===== src/rtl/mcr_pkg.sv =====
package mcr_pkg;
  localparam int CW_W   = 32;
  localparam int PG_BIT = 31;
  localparam int ET_BIT = 4;
  localparam int TS_BIT = 3;
  localparam int EM_BIT = 2;
  localparam int MP_BIT = 1;
  localparam int PE_BIT = 0;

  typedef struct packed {
    logic pg;
    logic et;
    logic ts;
    logic em;
    logic mp;
    logic pe;
  } mcr_t;

  function automatic logic [CW_W-1:0] mcr_pack(input mcr_t f);
    logic [CW_W-1:0] w;
    w = '0;
    w[PG_BIT] = f.pg;
    w[ET_BIT] = f.et;
    w[TS_BIT] = f.ts;
    w[EM_BIT] = f.em;
    w[MP_BIT] = f.mp;
    w[PE_BIT] = f.pe;
    return w;
  endfunction
endpackage


===== src/rtl/mcr_ctrl_reg.sv =====
module mcr_ctrl_reg
  import mcr_pkg::*;
(
  input  logic            clk,
  input  logic            rst,
  input  logic            err_level_i,
  input  logic            full_wr_i,
  input  logic            legacy_wr_i,
  input  logic [CW_W-1:0] wr_data_i,
  input  logic            ts_set_i,
  output mcr_t            q_o
);
  mcr_t nxt;

  always_comb begin
    nxt = q_o;
    if (full_wr_i) begin
      nxt.pg = wr_data_i[PG_BIT];
      nxt.et = wr_data_i[ET_BIT];
      nxt.ts = wr_data_i[TS_BIT];
      nxt.em = wr_data_i[EM_BIT];
      nxt.mp = wr_data_i[MP_BIT];
      nxt.pe = wr_data_i[PE_BIT];
    end else if (legacy_wr_i) begin
      nxt.ts = wr_data_i[TS_BIT];
      nxt.em = wr_data_i[EM_BIT];
      nxt.mp = wr_data_i[MP_BIT];
      nxt.pe = q_o.pe | wr_data_i[PE_BIT];
    end
    if (ts_set_i) nxt.ts = 1'b1;
  end

  always_ff @(posedge clk) begin
    if (rst) begin
      q_o    <= '0;
      q_o.et <= err_level_i;
    end else begin
      q_o <= nxt;
    end
  end
endmodule


===== src/rtl/mcr_dir_reg.sv =====
module mcr_dir_reg #(
  parameter int DIR_W     = 32,
  parameter int PAGE_BITS = 12
) (
  input  logic             clk,
  input  logic             rst,
  input  logic             dir_wr_i,
  input  logic [DIR_W-1:0] dir_data_i,
  input  logic             ts_ld_i,
  input  logic [DIR_W-1:0] ts_data_i,
  output logic [DIR_W-1:0] dir_o,
  output logic             flush_o
);
  localparam int HI_W = DIR_W - PAGE_BITS;

  logic [HI_W-1:0] hi_q;
  logic [HI_W-1:0] ts_hi;

  assign ts_hi = ts_data_i[DIR_W-1:PAGE_BITS];
  assign dir_o = {hi_q, {PAGE_BITS{1'b0}}};

  always_ff @(posedge clk) begin
    if (rst) begin
      hi_q    <= '0;
      flush_o <= 1'b0;
    end else if (dir_wr_i) begin
      hi_q    <= dir_data_i[DIR_W-1:PAGE_BITS];
      flush_o <= 1'b1;
    end else if (ts_ld_i) begin
      hi_q    <= ts_hi;
      flush_o <= (ts_hi != hi_q);
    end else begin
      flush_o <= 1'b0;
    end
  end
endmodule


===== src/rtl/mcr_trap_eval.sv =====
module mcr_trap_eval #(
  parameter int VEC_W    = 8,
  parameter int TRAP_VEC = 7
) (
  input  logic             clk,
  input  logic             rst,
  input  logic             op_valid_i,
  input  logic             op_is_wait_i,
  input  logic             em_i,
  input  logic             mp_i,
  input  logic             ts_i,
  output logic             trap_o,
  output logic [VEC_W-1:0] vec_o
);
  logic hit;

  always_comb begin
    if (op_is_wait_i) hit = mp_i & ts_i;
    else              hit = em_i | ts_i;
  end

  always_ff @(posedge clk) begin
    if (rst) begin
      trap_o <= 1'b0;
      vec_o  <= '0;
    end else begin
      trap_o <= op_valid_i & hit;
      vec_o  <= (op_valid_i & hit) ? VEC_W'(TRAP_VEC) : '0;
    end
  end
endmodule


===== src/rtl/mcr_trap_unit.sv =====
module mcr_trap_unit
  import mcr_pkg::*;
#(
  parameter int DIR_W     = 32,
  parameter int PAGE_BITS = 12,
  parameter int VEC_W     = 8,
  parameter int TRAP_VEC  = 7
) (
  input  logic             clk,
  input  logic             rst,
  input  logic             err_level_i,
  input  logic             full_wr_i,
  input  logic             legacy_wr_i,
  input  logic [CW_W-1:0]  wr_data_i,
  input  logic             dir_wr_i,
  input  logic [DIR_W-1:0] dir_data_i,
  input  logic             tswitch_i,
  input  logic [DIR_W-1:0] ts_dir_data_i,
  input  logic             op_valid_i,
  input  logic             op_is_wait_i,
  output logic [CW_W-1:0]  ctrl_o,
  output logic [DIR_W-1:0] dir_base_o,
  output logic             trap_o,
  output logic [VEC_W-1:0] trap_vec_o,
  output logic             flush_o
);
  mcr_t cw;

  mcr_ctrl_reg u_ctrl (
    .clk         (clk),
    .rst         (rst),
    .err_level_i (err_level_i),
    .full_wr_i   (full_wr_i),
    .legacy_wr_i (legacy_wr_i),
    .wr_data_i   (wr_data_i),
    .ts_set_i    (tswitch_i),
    .q_o         (cw)
  );

  mcr_dir_reg #(.DIR_W(DIR_W), .PAGE_BITS(PAGE_BITS)) u_dir (
    .clk        (clk),
    .rst        (rst),
    .dir_wr_i   (dir_wr_i),
    .dir_data_i (dir_data_i),
    .ts_ld_i    (tswitch_i),
    .ts_data_i  (ts_dir_data_i),
    .dir_o      (dir_base_o),
    .flush_o    (flush_o)
  );

  mcr_trap_eval #(.VEC_W(VEC_W), .TRAP_VEC(TRAP_VEC)) u_trap (
    .clk          (clk),
    .rst          (rst),
    .op_valid_i   (op_valid_i),
    .op_is_wait_i (op_is_wait_i),
    .em_i         (cw.em),
    .mp_i         (cw.mp),
    .ts_i         (cw.ts),
    .trap_o       (trap_o),
    .vec_o        (trap_vec_o)
  );

  assign ctrl_o = mcr_pack(cw);
endmodule


===== config.mk =====
export PLATFORM = sky130hd
export DESIGN_NAME = mcr_trap_unit
export DESIGN_NICKNAME = d
export VERILOG_FILES = /design/src/rtl/mcr_pkg.sv /design/src/rtl/mcr_ctrl_reg.sv /design/src/rtl/mcr_dir_reg.sv /design/src/rtl/mcr_trap_eval.sv /design/src/rtl/mcr_trap_unit.sv
export SDC_FILE = /design/constraint.sdc
export NUM_CORES = 1
export LEC_CHECK = 0
export ABC_AREA = 1
export BUFFER_PORTS_ARGS = -buffer_cell sky130_fd_sc_hd__buf_2
export CORE_ASPECT_RATIO = 1.75
export CORE_MARGIN = 2
export CORE_UTILIZATION = 41
export CTS_CLUSTER_DIAMETER = 200
export CTS_CLUSTER_SIZE = 20
export DETAILED_ROUTE_END_ITERATION = 6
export GPL_TIMING_DRIVEN = 0
export PLACE_DENSITY = 0.88
export SKIP_LAST_GASP = 1
export SLEW_MARGIN = 5
export SYNTH_ARGS = -nofsm -noshare
export SYNTH_HDL_FRONTEND = slang
export SYNTH_SLANG_ARGS = --single-unit

===== constraint.sdc =====
create_clock -name clk -period 1.6 [get_ports clk]
set_clock_uncertainty 0.05 [all_clocks]
set_input_delay 0.16 -clock clk [delete_from_list [all_inputs] [get_ports clk]]
set_output_delay 0.16 -clock clk [all_outputs]
set_load 0.1 [all_outputs]

# After elaboration in Yosys (flattened, before gate mapping)
# Cells that the tools add are included.
[word_totals]
output_inout_bits = 74
word_cells = 30
reg_bits = 36
inputBits = 105
[classes]
muxes = 11
bitwise = 4
reduce_logical = 4
eq_ne = 1
[op_table]
columns = ["op", "count"]
rows = [
  ["$mux W20", 2],
  ["$ne A20 B20 Y1", 1],
  ["$mux W4", 2],
  ["$reduce_bool A2 Y1", 3],
  ["$mux W1", 5],
  ["$mux W5", 1],
  ["$mux W3", 1],
  ["$reduce_bool A3 Y1", 1],
  ["$and A1 B1 Y1", 2],
  ["$or A1 B1 Y1", 2],
]

# Logic depth before layout (Yosys ltp)
# Gate-level depths: netlist (run 1).
[logic_depth]
ltp_word = 5
depth_mapped = 9
ltp_nobuf = 9

# Modules after synthesis
# A second synthesis (run 1) with hierarchy kept.
[hier_totals]
hier_cells = 329
hier_area_um2 = 2070.7
[modules_own_cells]
columns = ["mod", "cells_each", "instances", "seq_area_each_um2", "area_per_inst_um2"]
rows = [
  ["mcr_dir_reg", 252, 1, 420.4, 1502.7],
  ["mcr_ctrl_reg", 32, 1, 130.1, 251.5],
  ["mcr_trap_unit", 27, 1, 0.0, 198.9],
  ["mcr_trap_eval", 18, 1, 20.0, 117.6],
]

# Worst setup path after synthesis (run 1)
# No wires, ideal clock.
[synth_path]
path_type = "register to register"
start = "reg u_dir.hi_q[5]"
end = "reg u_dir.flush_o"
setup_time_ns = 0.109
setup_slack_ns = -0.158
period_less_slack_ns = 1.758
n_path_buf = 0
stages_incl_launch_ff = 10
required_ns = 1.441
t_arrival_ns = 1.599
cell_sequence = "dfxtp_1 -> inv_1 -> nand2_1 -> nand2_1 -> nor2_1 -> nand2_1 -> nor2_1 -> nand3_1 -> nand2_1 -> inv_1"
[synth_via]
elab_chain_cells = 3
[synth_rtl]
columns = ["element", "line", "source"]
rows = [
  ["start, declared", "mcr_dir_reg.sv:16", "logic [HI_W-1:0] hi_q;"],
  ["start signal, assigned", "mcr_dir_reg.sv:27", "hi_q <= dir_data_i[DIR_W-1:PAGE_BITS];"],
  ["start signal, assigned", "mcr_dir_reg.sv:30", "hi_q <= ts_hi;"],
  ["$ne A20 B20 Y1", "mcr_dir_reg.sv:31", "flush_o <= (ts_hi != hi_q);"],
  ["$mux W1", "mcr_dir_reg.sv:29", "end else if (ts_ld_i) begin"],
  ["$mux W1", "mcr_dir_reg.sv:26", "end else if (dir_wr_i) begin"],
  ["end signal, assigned", "mcr_dir_reg.sv:31", ""],
  ["end, declared", "mcr_dir_reg.sv:12", "output logic flush_o"],
]
# Every way passes these cells.
# A chain may end at the register's enable or synchronous reset.

# Worst setup path after layout (run 1)
[layout_path]
start = "reg u_ctrl.q_o[3] in the netlist's numbering"
end = "out ctrl_o[3]"
[layout_rtl]
columns = ["element", "line", "source"]
rows = [
  ["start, declared", "mcr_ctrl_reg.sv:11", "output mcr_t q_o"],
  ["start signal, assigned", "mcr_ctrl_reg.sv:38", "q_o <= nxt;"],
  ["end, declared", "mcr_trap_unit.sv:21", "output logic [CW_W-1:0] ctrl_o,"],
]
# No word-level cell between the ends.

==> qor.txt, run 1 <==
Met2 Track Usage GR = 38.2%
I/O Buffers = 85
Hold Path Stages = 3
Synth unique cells = 22
Routed WL = 5300 um
Setup CP Type = reg -> out
Worst Setup End Kind = output pin
Starting Density = 42.5%
Initial antenna violation count = 0
Cell Pwr Density = 957 nW/um^2
Drt drc = 0
Area Growth Syn to Fin = 37.2%
GRT Overall Usage = 18.4%
Buffers & Inverters on Critical Path = 2
Setup TNS = 0 ns
Core ar. = 4710 sq um
P_sw = 1.29 mW
Finished Layout Cells = 503
Detailed Routing Iterations Pass 1 = 4
Via density = 4.31
Die Y = 96.4 um
CTS sink cnt = 28
CP max stage delay = 0.41 ns
Post-layout util = 58.3%
Status = completed
DIE AREA = 5480 sq um
Comb pwr share = 48.3%
Post-CTS Setup Inserts = 0
Share of cells above drive strength 1 = 37.5%
Max Cap Viol = 0
Fin crit share = 87.3%
Peak supply drop = 621 uV
GR peak layer = met2
Worst-skew pair later-pin latency = 0.28 ns
Clock power share = 21.7%
Detail Route Antenna Nets = 0
Slew @ Worst Pin = 0.545 ns
Sequential-to-total area share from yosys stat = 28.5%
Synthesized flop and latch total = 28
Antenna cells = 0
Root Driver = clkbuf_8
FF-to-FF End = u_dir.flush_o
Clock tree buffer depth = 2
GRT met3 Usage = 2.66%
Sw Share = 49.0%
CTS tree = built
Final Hold Fails = 0
I/O pin count = 179
Grt ovf = 0
Placer Congestion = 0.806
Inst Count DP = 499
Fin nets = 557
Hold path endpoint = u_ctrl.q_o[5]
RSZ-0062 raised after global routing = no
M1 GR Usage = 17.2%
Fillers = 496
Crit start category = flop
Via count = 2170
Min Tclk post-route = 1.40 ns
Pint = 1.34 mW
Max Freq = 716 MHz
Worst-path fanout max = 3
Reg power frac = 30.0%
Total power = 2.63 mW
Die width = 56.8 um
DP HPWL = 4340 um
Slowest stage cell on the critical path = buf_2
Drt first-iter violations = 72
CTS resizes = 0
Clock transition at the registers of the reported paths = 0.10 ns
Mean post-synth cell area = 6.25 sq um
Rel. slew slack = 63.7%
WP data arrival = 1.19 ns
HP Class = in -> reg
Required @ worst endpoint = 1.39 ns
First-pass GRT wire length = 7960 um
Num CTS Buffers = 3
P_leak = 1.77 nW
Largest net degree at the start of global routing = 17
Crit Reg-Reg Startpoint = u_dir.hi_q[19]
Vias in the first global route = 1930
DR WL/cell = 10.5 um
Post-Synthesis Cells = 320
Worst R2R Setup Slack = 0.49 ns
WHS = 0.0447 ns
H-tree depth = 1
Setup Viol. Count Final = 0
FP Rows = 33
Hold_sp = wr_data_i[31]
Pins Over Slew Limit = 0
Register-to-Register Path Depth = 9
Number of hold buffers added after CTS = 0
Kind of cell adding the most delay to the critical path = buffers and inverters
Crit-path cells = buf_4 > buf_2
Mapped cell area = 2000 sq um
Warnings, synthesis = 0
cell usage after synthesis:
master | count | area [sq um]
edfxtp_1 | 1 | 30.0
clkinv_1 | 1 | 3.75
dfxtp_1 | 27 | 541
o21ai_1 | 1 | 5.00
o21ai_0 | 22 | 110
xnor2_1 | 1 | 8.76
inv_1 | 60 | 225
nor2_1 | 28 | 105
buf_6 | 2 | 22.5
nand2_4 | 1 | 11.3
inv_2 | 2 | 7.51
nand3_1 | 7 | 35.0
conb_1 | 1 | 3.75
a21oi_1 | 4 | 20.0
o211ai_1 | 3 | 22.5
o221ai_2 | 3 | 45.0
o221ai_1 | 6 | 52.6
nand2_2 | 1 | 6.26
nand2_1 | 96 | 360
clkbuf_1 | 2 | 7.51
buf_4 | 49 | 368
buf_2 | 2 | 10.0
registers in the layout, summed over array words and instances, names as in the netlist:
name / count
u_dir.hi_q: 20
u_ctrl.q_o: 6
u_dir.flush_o: 1
u_trap.vec_o: 1
area by class of cell:
type                       count  area [sq um]  share of cell area (%)
clock inverter                 1          30.0                    1.09
clock buffer                   3          41.3                    1.50
multi-input combinational    216           943                    34.4
timing repair buffer          85           425                    15.5
tap                           52          65.1                    2.37
buffer                        55           408                    14.9
inverter                      63           236                    8.61
sequential                    28           596                    21.7
logic make-up after synthesis:
kind of cell	after synthesis	synth area share (%)
and+or+nand+nor	133	25.9
xor gates and xnor gates	1	0.438
DFF	28	28.5
other	1	0.187
buffers and inverters	118	32.2
AOI/OAI and AO/OA	39	12.8
layer usage:
layer | vias up | routed length [um] | share of wire (%)
met2 | 106 | 2880 | 54
met5 | - | 0 | 0
li1 | 1132 | - | -
met3 | 9 | 466 | 8.8
met4 | 0 | 105 | 2.0
met1 | 923 | 1850 | 35
worst max-delay path by stage:
stage | slack (ns) | endpoint | cells past startpoint | from
floorplan | 0.01 | u_dir.flush_o | 5 | u_dir.hi_q[4]
global placement | 0.26 | u_ctrl.q_o[4] | 4 | rst
detailed placement | 0.24 | u_ctrl.q_o[4] | 4 | rst
CTS | 0.20 | ctrl_o[3] | 2 | u_ctrl.q_o[3]
global route | 0.17 | ctrl_o[3] | 2 | u_ctrl.q_o[3]
finish | 0.20 | ctrl_o[3] | 2 | u_ctrl.q_o[3]
placed cells by master (no fill, tap or decap), types with 6 or more instances in the layout:
master,instances
buf_2,87
buf_4,49
conb_1,43
dfxtp_1,7
dfxtp_2,20
inv_1,60
nand2_1,96
nand3_1,7
nor2_1,28
o21ai_0,22
o221ai_1,6
per-stage QoR:
stage	worst slack [ns]	area [sq um]
after floorplan	0.0131	2180
after global routing	0.165	2750
final	0.204	2750
after CTS	0.197	2750
after detailed placement	0.243	2670
after global placement	0.257	2670
worst register-to-register path, cell delays in order (launching register included):
cell and delay, ns:
dfxtp_2 0.35, inv_1 0.05, nand2_1 0.06, nand2_1 0.06, nor2_1 0.13, nand2_1 0.07, nor2_1 0.08, nand3_1 0.08
nand2_1 0.06, inv_1 0.03
power by group through the flow:
stage | Sequential, mW | Combinational (mW) | Clock, mW
after detailed placement | 0.804 | 1.27 | 0
after CTS | 0.788 | 1.27 | 0.576
after global routing | 0.795 | 1.33 | 0.596
after global placement | 0.801 | 1.26 | 0
after floorplan | 1.11 | 0.785 | 0
final | 0.788 | 1.27 | 0.569
No activity file was read; power rests on OpenSTA's default activity.
==> run 2: changes to the inputs <==
clock period = 1.7 ns   (was 1.6 ns; I/O delays follow)
==> qor.txt, run 2 (synthesized netlist as in run 1, its figures left out) <==
Core ar. = 4710 sq um (unchanged)
Die Y = 96.4 um (unchanged)
Setup TNS = 0 ns (unchanged)
Vias in the first global route = 1983 (+2.7%)
Max Cap Viol = 0 (unchanged)
Root Driver = clkbuf_8
Fin nets = 557 (unchanged)
Total power = 2.47 mW (-6.1%)
RSZ-0062 raised after global routing = no
FP Rows = 33 (unchanged)
Crit Reg-Reg Startpoint = u_dir.hi_q[13]
Number of hold buffers added after CTS = 0 (unchanged)
P_leak = 1.76 nW (about the same)
DR WL/cell = 10.7 um (+1.7%)
Setup Viol. Count Final = 0 (unchanged)
Footprint of the multi-input gates = 943 sq um (unchanged)
I/O Buffers = 85 (unchanged)
WP data arrival = 1.20 ns (about the same)
Final Hold Fails = 0 (unchanged)
H-tree depth = 1 (unchanged)
Antenna cells = 0 (unchanged)
Largest regs = u_dir.hi_q x20, u_ctrl.q_o x6
Die width = 56.8 um (unchanged)
Min Tclk post-route = 1.42 ns
Crit start category = flop
WHS = 0.0576 ns (+0.0128 ns)
Status = completed
GRT met3 Usage = 1.86% (-0.80 points)
Reg with most FFs = u_dir.hi_q
Register area = 589 sq um (-1.1%)
Via count = 2212 (+1.9%)
Detail Route Antenna Nets = 0 (unchanged)
Area Growth Syn to Fin = 36.9%
First-pass GRT wire length = 8270 um (+3.9%)
HP Class = in -> reg
Placement Setup Slack = 0.286 ns (+0.0430 ns)
CTS tree = built
Required @ worst endpoint = 1.48 ns (+0.09 ns)
Largest net degree at the start of global routing = 17 (unchanged)
GRT Overall Usage = 19.2% (+0.77 points)
Worst-skew pair later-pin latency = 0.28 ns (about the same)
DP HPWL = 4440 um (+2.3%)
Hold_sp = wr_data_i[31]
Hold Path Stages = 3 (unchanged)
DIE AREA = 5480 sq um (unchanged)
CTS resizes = 0 (unchanged)
Commonest non-fill, non-tap cell in the layout = nand2_1
I/O pin count = 179 (unchanged)
Worst-path fanout max = 4 (+1)
Routed WL = 5390 um (+1.7%)
CTS sink cnt = 28 (unchanged)
Placer Congestion = 0.771 (-4.4%)
Slew @ Worst Pin = 0.548 ns (+0.00300 ns)
Fillers = 499 (+0.60%)
Worst Setup End Kind = output pin
Met2 Track Usage GR = 37.8% (-0.39 points)
GR peak layer = met2
Drt drc = 0 (unchanged)
Setup ws final = 0.281 ns (+0.0767 ns)
M1 GR Usage = 19.8% (+2.6 points)
Clock tree buffer depth = 2 (unchanged)
Peak supply drop = 541 uV (-13%)
Register-to-Register Path Depth = 9 (unchanged)
FF-to-FF End = u_dir.flush_o
Initial antenna violation count = 0 (unchanged)
Detailed Routing Iterations Pass 1 = 4 (unchanged)
Cell Pwr Density = 901 nW/um^2 (-5.8%)
Share of cells above drive strength 1 = 36.4% (-1.1 points)
Pins Over Slew Limit = 0 (unchanged)
Clock transition at the registers of the reported paths = 0.10 ns (about the same)
Post-CTS Setup Inserts = 0 (unchanged)
Most frequent cells in the layout = nand2_1 (96), buf_2 (87), inv_1 (60)
Drt first-iter violations = 49 (-32%)
Post-layout util = 58.2% (-0.13 points)
Rel. slew slack = 63.5% (-0.20 points)
Setup CP Type = reg -> out
Grt ovf = 0 (unchanged)
Starting Density = 42.5% (unchanged)
Max Freq = 704 MHz
Hold path endpoint = u_ctrl.q_o[5]
Fin crit share = 83.5%
Max reg flops = 20 (unchanged)
Num CTS Buffers = 3 (unchanged)
Via density = 4.40 (+1.9%)
Worst R2R Setup Slack = 0.57 ns (+0.08 ns)
[run 2: cell counts in the layout (fill, tap and decap cells not counted)]
Identical to the previous run, type by type.
[run 2: how the worst max path moves through the flow]
| stage | startpoint | endpoint | slack [ns] | cells past startpoint |
|---|---|---|---|---|
| after global placement | rst | u_ctrl.q_o[4] | 0.32 | 4 |
| after detailed placement | rst | u_ctrl.q_o[4] | 0.29 | 4 |
| after CTS | u_trap.vec_o[1] | trap_vec_o[1] | 0.26 | 2 |
| after floorplan | u_dir.hi_q[17] | u_dir.flush_o | 0.03 | 7 |
| final | u_trap.vec_o[1] | trap_vec_o[0] | 0.28 | 2 |
| after global routing | u_trap.vec_o[1] | trap_vec_o[0] | 0.23 | 2 |
[run 2: layer usage]
layer	vias up	share of wire, %
met3	15	8.0
met4	0	2.7
li1	1133	-
met5	-	0
met1	957	35
met2	107	54
[run 2: where the power goes]
part           total [mW]  switching, mW  internal [mW]  leakage (nW)
Clock               0.532          0.216          0.316        0.0357
Sequential          0.740         0.0306          0.710         0.239
Combinational        1.20          0.962          0.233          1.49
[run 2: layout make-up]
type                            instances  area share (%)
Buffer                                 55            14.9
Sequential cell                        28            21.5
Clock buffer                            3            1.51
Multi-Input combinational cell        216            34.4
Clock inverter                          1            1.10
Inverter                               63            8.63
Tap cell                               52            2.38
Timing Repair Buffer                   85            15.5
[run 2: stage by stage]
step,area (sq um),cells
floorplan,2180,362
global placement,2670,499
detailed placement,2670,499
CTS,2740,503
global route,2740,503
finish,2740,503
[run 2: critical path: stages (launching register included)]
cell	delay (ns)
dfxtp_1	0.39
buf_4	0.12
buf_2	0.41
==> run 3: changes to the inputs <==
ABC_AREA = 0   (was 1)
CORE_UTILIZATION = 36   (was 41)
PLACE_DENSITY = 0.81   (was 0.88)
clock period = 1.45 ns   (was 1.7 ns; I/O delays follow)
==> qor.txt, run 3 <==
Status = completed
Die Y = 98.4 um (+2.1%)
Fillers = 477 (-4.4%)
Total power = 2.87 mW (+16%)
Antenna cells = 0 (unchanged)
Share of cells above drive strength 1 = 48.0% (+12 points)
Worst setup path end = ctrl_o[1]
Max Cap Viol = 0 (unchanged)
DP HPWL = 3690 um (-17%)
Min Tclk post-route = 1.36 ns
Synth Area in XOR/XNOR = 9.55% (+9.1 points)
Grt ovf = 0 (unchanged)
Starting Density = 37.2% (-5.3 points)
WP data arrival = 1.17 ns (-0.03 ns)
Vias in the first global route = 1594 (-20%)
FP Rows = 34 (+3.0%)
Area Growth Syn to Fin = 40.2%
Fin crit share = 94.0%
Routed WL = 4500 um (-16%)
Post-Synthesis Cells = 219 (-32%)
Clock tree buffer depth = 2 (unchanged)
Fin nets = 454 (-18%)
CTS tree = built
Cell Area, Placed = 2500 sq um (-6.3%)
Detail Route Antenna Nets = 0 (unchanged)
CTS resizes = 0 (unchanged)
Setup Viol. Count Final = 0 (unchanged)
Synth cell count leaders = buf_4 (51), nor2_1 (44), dfxtp_1 (27), a21oi_1 (23), mux2i_1 (21)
Rel. slew slack = 66.1% (+2.7 points)
Mapped cell area = 1830 sq um (-8.3%)
Synthesized flop and latch total = 28 (unchanged)
Post-CTS Setup Inserts = 0 (unchanged)
RSZ-0062 raised after global routing = no
Via density = 4.26 (-3.2%)
Largest regs = u_dir.hi_q x20, u_ctrl.q_o x6
Final Instance Area = 2570 sq um (-6.1%)
Detailed Routing Iterations Pass 1 = 4 (unchanged)
Worst-path fanout max = 3 (-1)
Pins Over Slew Limit = 0 (unchanged)
DIE AREA = 5700 sq um (+4.2%)
Synth Area in Compound Gates = 8.59% (-4.2 points)
Initial antenna violation count = 0 (unchanged)
P_leak = 1.40 nW (-21%)
FF-to-FF End = u_dir.flush_o
Root Driver = clkbuf_8
Most frequent cells in the layout = buf_2 (87), buf_4 (51), nor2_1 (44)
Setup CP Type = reg -> out
Worst Setup End Kind = output pin
Multiplexer area fraction after synthesis = 12.1% (+12 points)
Mean post-synth cell area = 8.38 sq um (+34%)
Commonest non-fill, non-tap cell in the layout = buf_2
GRT Overall Usage = 15.9% (-3.3 points)
H-tree depth = 1 (unchanged)
HP Class = in -> reg
Ys flop type = dfxtp_1
Inst Count DP = 398 (-20%)
Drt drc = 0 (unchanged)
Drt first-iter violations = 57 (+16%)
Die width = 58.0 um (+2.0%)
Clock transition at the registers of the reported paths = 0.10 ns (about the same)
Required @ worst endpoint = 1.25 ns (-0.23 ns)
Max reg flops = 20 (unchanged)
Largest net degree at the start of global routing = 17 (unchanged)
Num CTS Buffers = 3 (unchanged)
DR WL/cell = 11.2 um (+4.6%)
Post-synthesis simple-gate area fraction = 13.1% (-13 points)
Most frequent cell after synthesis = buf_4
Worst R2R Setup Slack = 0.24 ns (-0.33 ns)
CTS sink cnt = 28 (unchanged)
Register-to-Register Path Depth = 4 (-5)
Cell Pwr Density = 1120 nW/um^2 (+24%)
Placer Congestion = 0.709 (-8.0%)
Sequential-to-total area share from yosys stat = 31.1% (+2.6 points)
Slew @ Worst Pin = 0.508 ns (-0.0400 ns)
Crit. Startpoint = u_ctrl.q_o[1]
I/O Buffers = 83 (-2.4%)
Number of hold buffers added after CTS = 0 (unchanged)
Via count = 1711 (-23%)
Final Hold Fails = 0 (unchanged)
Peak supply drop = 631 uV (+17%)
Worst-skew pair later-pin latency = 0.28 ns (about the same)
Max Freq = 734 MHz
Crit start category = flop
Reg with most FFs = u_dir.hi_q
Synth top area share = 29.5% (+2.5 points)
Largest family of logic cells by synthesized area = buffers and inverters
Async SR Flop Fraction = 0% (unchanged)
Number of synthesized flops with an enable pin = 1 (unchanged)
First-pass GRT wire length = 7270 um (-12%)
Finished Layout Cells = 402 (-20%)
Synth area leaders = dfxtp_1 (29%), buf_4 (21%), mux2i_1 (11%)
Cell taking the most area after synthesis = dfxtp_1
Synth unique cells = 27 (+23%)
Synth Area in Adders = 0% (unchanged)
I/O pin count = 179 (unchanged)
Crit Reg-Reg Startpoint = u_dir.hi_q[16]
Warnings, synthesis = 0 (unchanged)
Core ar. = 4930 sq um (+4.8%)
[run 3: worst min-delay path by stage]
stage | endpoint | from | slack, ns | cells past startpoint
floorplan | u_dir.hi_q[14] | dir_data_i[26] | 0.23 | 2
detailed placement | u_dir.hi_q[11] | dir_data_i[23] | 0.33 | 3
global route | u_dir.hi_q[0] | dir_data_i[12] | 0.05 | 3
CTS | u_dir.hi_q[4] | dir_data_i[16] | 0.04 | 3
finish | u_dir.hi_q[4] | dir_data_i[16] | 0.04 | 3
global placement | u_dir.hi_q[4] | dir_data_i[16] | 0.32 | 3
[run 3: final cells by class]
cell class	count	area, sq um	share of cell area (%)
well taps	54	67.6	2.63
repair buffers	83	415	16.2
inverters	1	3.75	0.146
clock inverters	1	30.0	1.17
flip-flops and latches	28	596	23.2
multi-input cells	172	956	37.2
plain buffers	60	462	18.0
clock buffers	3	41.3	1.61
[run 3: kinds of logic after synthesis]
group                     Yosys count
buffers and inverters              61
and+or+nand+nor                    57
AOI/OAI and AO/OA                  30
DFF                                28
muxes                              22
xor gates and xnor gates           20
other                               1
[run 3: power by group]
part,leakage [nW],switching (mW),internal (mW)
Combinational,1.12,1.08,0.305
Clock,0.0357,0.250,0.370
Sequential,0.241,0.0384,0.833
[run 3: routing by layer]
metal | routed length [um] | track usage, % | vias up | part of all wire [%]
li1 | - | - | 881 | -
met1 | 1530 | 16.7 | 740 | 34
met2 | 2480 | 31.0 | 86 | 55
met3 | 459 | 3.28 | 4 | 10
met4 | 33 | 3.40 | 0 | 0.73
met5 | 0 | 0 | - | 0
[run 3: per-stage QoR]
stage	setup WS, ns	utilization, %	TNS, ns	hold slack [ns]
detailed placement	0.224	50.7	0	0.330
global route	0.0178	52.1	0	0.0456
CTS	0.0690	52.1	0	0.0380
floorplan	-0.0916	-	-0.0916	0.234
global placement	0.227	50.7	0	0.325
finish	0.0870	52.1	0	0.0398
[run 3: critical path, cell delays in order, from the launching register on]
cell     delay, ns
dfxtp_1       0.37
buf_4         0.11
buf_2         0.41
